File: src/rtl/mcfg_pkg.sv
package mcfg_pkg;
    localparam int N_SOCK      = 6;
    localparam int SLOT_W      = 3;
    localparam int N_SLOT      = 1 << SLOT_W;
    localparam int END_W       = 5;
    localparam int DATA_W      = 8;
    localparam int IO_AW       = 12;
    localparam int REQ_W       = 8;
    localparam int PAGE_SH     = 23;
    localparam int PA_W        = END_W + PAGE_SH;
    localparam int BIG_PAIR_MB = 64;
    localparam int SML_PAIR_MB = 16;

    localparam logic [IO_AW-1:0] A_BIGID  = 12'h803;
    localparam logic [IO_AW-1:0] A_PRES   = 12'h804;
    localparam logic [IO_AW-1:0] A_SIZE   = 12'h820;
    localparam logic [IO_AW-1:0] A_PARITY = 12'h841;
    localparam logic [DATA_W-1:0] PARITY_OK = 8'h01;

    typedef enum logic [1:0] {
        SZ_NONE = 2'd0,
        SZ_8M   = 2'd1,
        SZ_32M  = 2'd2
    } sock_size_e;

    typedef struct packed {
        logic             en;
        logic [END_W-1:0] base;
    } bank_t;

    function automatic logic [END_W-1:0] size_pages(sock_size_e s);
        case (s)
            SZ_32M:  return END_W'(4);
            SZ_8M:   return END_W'(1);
            default: return '0;
        endcase
    endfunction
endpackage

File: src/rtl/mcfg_alloc.sv
module mcfg_alloc
    import mcfg_pkg::*;
#(
    parameter int NS = N_SOCK
) (
    input  logic [REQ_W-1:0]        req_mb,
    output sock_size_e [NS-1:0]     sizes
);
    localparam int NPAIR = NS / 2;

    logic [REQ_W-1:0] rem [NPAIR+1];
    assign rem[0] = req_mb;

    for (genvar p = 0; p < NPAIR; p++) begin : g_pair
        logic big, sml;
        assign big = rem[p] >= REQ_W'(BIG_PAIR_MB);
        assign sml = !big && (rem[p] >= REQ_W'(SML_PAIR_MB));
        assign sizes[2*p]   = big ? SZ_32M : (sml ? SZ_8M : SZ_NONE);
        assign sizes[2*p+1] = big ? SZ_32M : (sml ? SZ_8M : SZ_NONE);
        assign rem[p+1] = rem[p] - (big ? REQ_W'(BIG_PAIR_MB)
                                        : (sml ? REQ_W'(SML_PAIR_MB) : '0));
    end
endmodule

File: src/rtl/mcfg_regs.sv
module mcfg_regs
    import mcfg_pkg::*;
#(
    parameter int NS = N_SOCK
) (
    input  logic                clk,
    input  logic                rst,
    input  logic                auto_cfg,
    input  sock_size_e [NS-1:0] sizes,
    input  logic [IO_AW-1:0]    io_addr,
    input  logic                io_rd,
    input  logic                io_wr,
    input  logic [DATA_W-1:0]   io_wdata,
    output logic [DATA_W-1:0]   io_rdata,
    output bank_t [NS-1:0]      banks
);
    logic [SLOT_W-1:0] idx;
    logic [END_W-1:0]  end_tbl [N_SLOT];
    logic [NS-1:0]     populated, big;
    bank_t [NS-1:0]    auto_banks;

    logic              rd_size, rd_pres, wr_size;
    logic [SLOT_W-1:0] w_slot;
    logic [END_W-1:0]  w_end;

    assign rd_size = io_rd && (io_addr == A_SIZE);
    assign rd_pres = io_rd && (io_addr == A_PRES);
    assign wr_size = io_wr && (io_addr == A_SIZE);
    assign w_slot  = io_wdata[DATA_W-1 -: SLOT_W];
    assign w_end   = io_wdata[END_W-1:0];

    for (genvar s = 0; s < NS; s++) begin : g_pop
        assign populated[s] = sizes[s] != SZ_NONE;
        assign big[s]       = sizes[s] == SZ_32M;
    end

    // contiguous placement used when auto-configure is on
    always_comb begin
        logic [END_W-1:0] acc;
        acc = '0;
        for (int s = 0; s < NS; s++) begin
            auto_banks[s].en   = populated[s];
            auto_banks[s].base = acc;
            acc = acc + size_pages(sizes[s]);
        end
    end

    always_comb begin
        io_rdata = '0;
        if (io_rd) begin
            case (io_addr)
                A_BIGID:  io_rdata = DATA_W'(big);
                A_PRES: begin
                    io_rdata = '1;
                    io_rdata[NS-1:0] = ~populated;
                end
                A_SIZE:   io_rdata = DATA_W'(end_tbl[idx]);
                A_PARITY: io_rdata = PARITY_OK;
                default:  io_rdata = '0;
            endcase
        end
    end

    always_ff @(posedge clk) begin
        if (rst) begin
            idx <= '0;
            for (int i = 0; i < N_SLOT; i++) end_tbl[i] <= '0;
            banks <= auto_cfg ? auto_banks : '0;
        end else begin
            if (rd_pres)      idx <= '0;
            else if (rd_size) idx <= idx + 1'b1;
            if (wr_size) begin
                end_tbl[w_slot] <= w_end;
                for (int s = 0; s < NS; s++) begin
                    if (w_slot == SLOT_W'(s + 1) && populated[s]) begin
                        logic [END_W-1:0] start;
                        start = (s == 0) ? '0 : end_tbl[s];
                        banks[s].en   <= w_end != start;
                        banks[s].base <= start;
                    end
                end
            end
        end
    end
endmodule

File: src/rtl/mcfg_decode.sv
module mcfg_decode
    import mcfg_pkg::*;
#(
    parameter int NS = N_SOCK
) (
    input  sock_size_e [NS-1:0] sizes,
    input  bank_t [NS-1:0]      banks,
    input  logic [END_W-1:0]    page,
    output logic [NS-1:0]       sel,
    output logic                miss
);
    logic [NS-1:0] hit;

    for (genvar s = 0; s < NS; s++) begin : g_cmp
        logic [END_W:0] lo, hi, pg;
        assign lo = {1'b0, banks[s].base};
        assign hi = lo + {1'b0, size_pages(sizes[s])};
        assign pg = {1'b0, page};
        assign hit[s] = banks[s].en && (pg >= lo) && (pg < hi);
    end

    always_comb begin
        logic found;
        found = 1'b0;
        sel   = '0;
        for (int s = 0; s < NS; s++) begin
            if (hit[s] && !found) begin
                sel[s] = 1'b1;
                found  = 1'b1;
            end
        end
    end

    assign miss = ~|hit;
endmodule

File: src/rtl/simm_bank_cfg.sv
module simm_bank_cfg
    import mcfg_pkg::*;
#(
    parameter int NS = N_SOCK
) (
    input  logic              clk,
    input  logic              rst,
    input  logic [REQ_W-1:0]  cfg_req_mb,
    input  logic              cfg_auto,
    input  logic [IO_AW-1:0]  io_addr,
    input  logic              io_rd,
    input  logic              io_wr,
    input  logic [DATA_W-1:0] io_wdata,
    output logic [DATA_W-1:0] io_rdata,
    input  logic [END_W-1:0]  dec_page,
    output logic [NS-1:0]     dec_sel,
    output logic              dec_miss
);
    sock_size_e [NS-1:0] sizes;
    bank_t [NS-1:0]      banks;

    mcfg_alloc #(.NS(NS)) u_alloc (
        .req_mb (cfg_req_mb),
        .sizes  (sizes)
    );

    mcfg_regs #(.NS(NS)) u_regs (
        .clk      (clk),
        .rst      (rst),
        .auto_cfg (cfg_auto),
        .sizes    (sizes),
        .io_addr  (io_addr),
        .io_rd    (io_rd),
        .io_wr    (io_wr),
        .io_wdata (io_wdata),
        .io_rdata (io_rdata),
        .banks    (banks)
    );

    mcfg_decode #(.NS(NS)) u_dec (
        .sizes (sizes),
        .banks (banks),
        .page  (dec_page),
        .sel   (dec_sel),
        .miss  (dec_miss)
    );
endmodule

File: config.mk
export PLATFORM = sky130hd
export DESIGN_NAME = simm_bank_cfg
export DESIGN_NICKNAME = d
export VERILOG_FILES = /design/src/rtl/mcfg_pkg.sv /design/src/rtl/mcfg_alloc.sv /design/src/rtl/mcfg_regs.sv /design/src/rtl/mcfg_decode.sv /design/src/rtl/simm_bank_cfg.sv
export SDC_FILE = /design/constraint.sdc
export NUM_CORES = 1
export LEC_CHECK = 0
export BUFFER_PORTS_ARGS = -buffer_cell sky130_fd_sc_hd__buf_4
export CAP_MARGIN = 20
export CORE_ASPECT_RATIO = 1.75
export CORE_UTILIZATION = 55
export DETAILED_ROUTE_END_ITERATION = 12
export PLACE_DENSITY = 0.84
export SETUP_SLACK_MARGIN = 0.4
export SYNTH_ARGS = -nofsm -noshare
export SYNTH_HDL_FRONTEND = slang
export SYNTH_HIERARCHICAL = 1
export SYNTH_SLANG_ARGS = --single-unit
File: constraint.sdc
create_clock -name clk -period 15.05 [get_ports clk]
set_input_delay 3.01 -clock clk [delete_from_list [all_inputs] [get_ports clk]]
set_output_delay 3.01 -clock clk [all_outputs]
set_load 0.02 [all_outputs]
==> impl_metrics.ini <==
[global_route]
grt_pass1_vias = 5209
grt_antenna_before_repair = 0
track_usage_pct = 26.6
grt_pass1_wl_um = 25400
grt_overflow = 0
grt_max_degree = 32

[timing]
finalSetupViolCount = 0
max_freq_mhz = 82.6
post-route-period-util_pct = 80.4
slew_viol_final = 0
min_period_ns = 12.10
slew_headroom_pct = 28.1
worstMarginPinSlew_ns = 1.08
fin_skew_ns = 0.00218
rsz0062_at_grt = no
final.setup.tns_ns = 0
hold_viol = 0

[clock_tree]
cts_tree = yes
cts_buffer_depth = 2
cts_resized = 0
clk_pin_slew_ns = 0.06
clkLatencyLatePin_ns = 0.33
cts.sinks = 77
postCtsSetupBuffers = 0
cts_hold_buf = 0
htree_levels = 3
cts_buffers = 9
clockRootBuffer = clkbuf_16

[setup_path]
timing_worst_setup_path_type = primary input to output port
cp_max_fo = 15
required_ns = 12.04
crit_path_top_delay_cell = a21oi_2
start_kind = primary input
r2r-end = u_regs/banks[29]
end_kind = output port
crit_top_cell = ha_1
r2r_cells = 4
worstReg2RegStart = u_regs/end_tbl[4][2]
slowest_delay_ns = 0.52
worstPathArrival_ns = 9.09
rrSetupSlack_ns = 13.68

[drt]
dr.pass1.iters = 6
antenna_left = 0
num_vias = 5227
detail_route.wl_per_cell_um = 19.9
via_per_inst = 6.34
drc_errors = 0
routed_wl_um = 16400
drt_iter0_markers = 325

[hold_path]
worstHoldPathCells = 2
worstHoldPathType = flip-flop to flip-flop
min_from = u_regs/idx[2]
hold_end = u_regs/idx[2]

[synth]
syn_inst = 655
synth_edf_count = 71
synth_compound_area_share_pct = 14.1
synth_flop_cell = edfxtp_1
async_flop_share_pct = 0
syn_area_mm2 = 0.00663
seq_area_frac_synth_pct = 34.0
yosys_warnings = 6
synth-xor-area-share_pct = 6.68
synth_top_family_by_area = simple AND/OR/NAND/NOR gates
avgSynthCellArea_um2 = 10.1
synth_seq_cells = 77
synth_fa_ha_area_share_pct = 16.4
synthSimpleGateAreaFrac_pct = 17.7
synth_cell_type_count = 70
synthMuxAreaShare_pct = 5.38

[power_and_ir_drop]
swShare_pct = 28.2
power_frac_comb_pct = 25.5
intPower_w = 0.000477
total_power_w = 0.000664
p_sw_w = 0.000187
clockPowerShare_pct = 35.8
seqPwrFrac_pct = 38.7
ir_drop_v = 0.0000774
p_per_area_mw_per_mm2 = 90.2
p_leak_nw = 3.03

[layout]
register_area_mm2 = 0.00225
diodes = 0
areaGrowthSynthToFinish_pct = 11.0
fin_util_pct = 63.2
multiInputGateArea_mm2 = 0.00402
drive_above_1_share_pct = 14.9
fillers = 907
nets = 809

[job]
drv_cap = 0

[floorplanning]
rows = 52
start_util_pct = 56.9
die_w_um = 85.0
die_y_um = 147
fp.coreArea_mm2 = 0.0116
io_pins = 53
dieArea_mm2 = 0.0125

[placed_design]
hpwl_um = 12600
io_buffers = 48
place.gp.congestion = 0.950

[run_status]
status = finished clean
## power groups by stage
stage | registers, W | clock network, W | logic (W)
3_3_place_gp | 0.000260 | 0 | 0.000156
2_1_floorplan | 0.000257 | 0 | 0.000123
5_1_grt | 0.000258 | 0.000249 | 0.000186
3_5_place_dp | 0.000261 | 0 | 0.000166
4_1_cts | 0.000257 | 0.000239 | 0.000167
6_report | 0.000257 | 0.000238 | 0.000169
## metrics by stage
stage | instances | hold WS, ns | instance area, µm² | worst slack, ns
CTS | 821 | 0.533 | 7350 | 2.93
floorplan | 659 | 0.458 | 6640 | 4.26
finish | 824 | 0.518 | 7360 | 2.95
detailed placement | 805 | 0.525 | 6990 | 2.95
global placement | 804 | 0.478 | 6980 | 3.16
global route | 824 | 0.549 | 7360 | 2.42
## placed cells by master, fill, tap and decap left out, drive strengths merged, types with 8 or more instances in the layout
cell,netlist,routed
inv,43,43
nand2,18,18
xnor2,34,34
nor3,13,13
nor2b,33,33
buf,21,51
mux4,10,10
ha,87,87
edfxtp,71,71
nand3,16,16
a22o,11,11
mux2i,12,12
nand2b,12,12
xor2,14,14
a21oi,34,34
o21ai,21,21
clkbuf,20,17
a31oi,14,14
and2,42,42
a21o,8,8
nor2,34,34
## synthesized netlist by cell type, drive strengths merged, types with 3 or more instances
library cell	n	area share (%)
inv	43	2.4
nand3	16	1.2
dfxtp	6	1.8
nor3	13	1.3
o22ai	5	0.47
nand2b	12	1.1
a21oi	34	2.7
xnor2	34	4.5
nand2	18	1.0
a211oi	3	0.34
and2	42	4.0
or2	3	0.28
o32a	5	0.76
clkbuf	20	1.1
a31oi	14	1.5
o31ai	4	0.45
o21ai	21	1.6
nand4	6	0.57
o41ai	6	0.79
mux4	10	3.4
ha	87	16
xor2	14	1.8
nor2	34	2.2
or3	4	0.38
nor2b	33	3.2
edfxtp	71	32
mux2i	12	1.8
a21o	8	0.91
o211ai	3	0.34
a22o	11	1.5
nor3b	3	0.34
buf	21	2.1
## area by class of cell
class | count | area share (%)
multi-input combinational | 498 | 54.6
sequential | 77 | 30.6
timing repair buffer | 55 | 5.56
clock buffer | 14 | 4.61
tap | 135 | 2.29
inverter | 43 | 2.19
clock inverter | 2 | 0.187
## cell families after synthesis
family,count (synthesis)
and+or+nand+nor,200
other,1
AOI/OAI and AO/OA,134
xor gates and xnor gates,49
DFF,77
muxes,23
buffers and inverters,84
adders and majority gates,87
## flip-flops by register name (all words and copies together) (netlist names), named ones only
name and cells:
u_regs/banks 31, u_regs/end_tbl 40, u_regs/idx 3
## per-layer routing
layer	vias up	part of all wire (%)	global-route usage [%]
li1	2447	-	-
met1	2476	34	26.2
met2	245	54	50.0
met3	59	6.5	5.06
met4	0	5.2	16.6
met5	-	0	0
## worst max path at each step
stage / startpoint / to / cells past startpoint
after floorplan: cfg_req_mb[7] / dec_sel[5] / 26
after global placement: cfg_req_mb[7] / dec_sel[5] / 30
after detailed placement: cfg_req_mb[7] / dec_sel[5] / 30
after CTS: cfg_req_mb[7] / dec_sel[5] / 30
after global routing: cfg_req_mb[7] / dec_sel[5] / 30
final: cfg_req_mb[7] / dec_sel[5] / 30
## worst max-delay path, delay by kind of cell
family / cells / cell delay, ns
XOR/XNOR: 1 / 0.08
AO/OA/AOI/OAI: 8 / 1.80
buffers and inverters: 4 / 0.75
multiplexers: 2 / 0.36
AND/OR/NAND/NOR: 8 / 1.45
adder cells (fa/ha/maj): 7 / 1.63
Power figures use the tool's default switching activity.
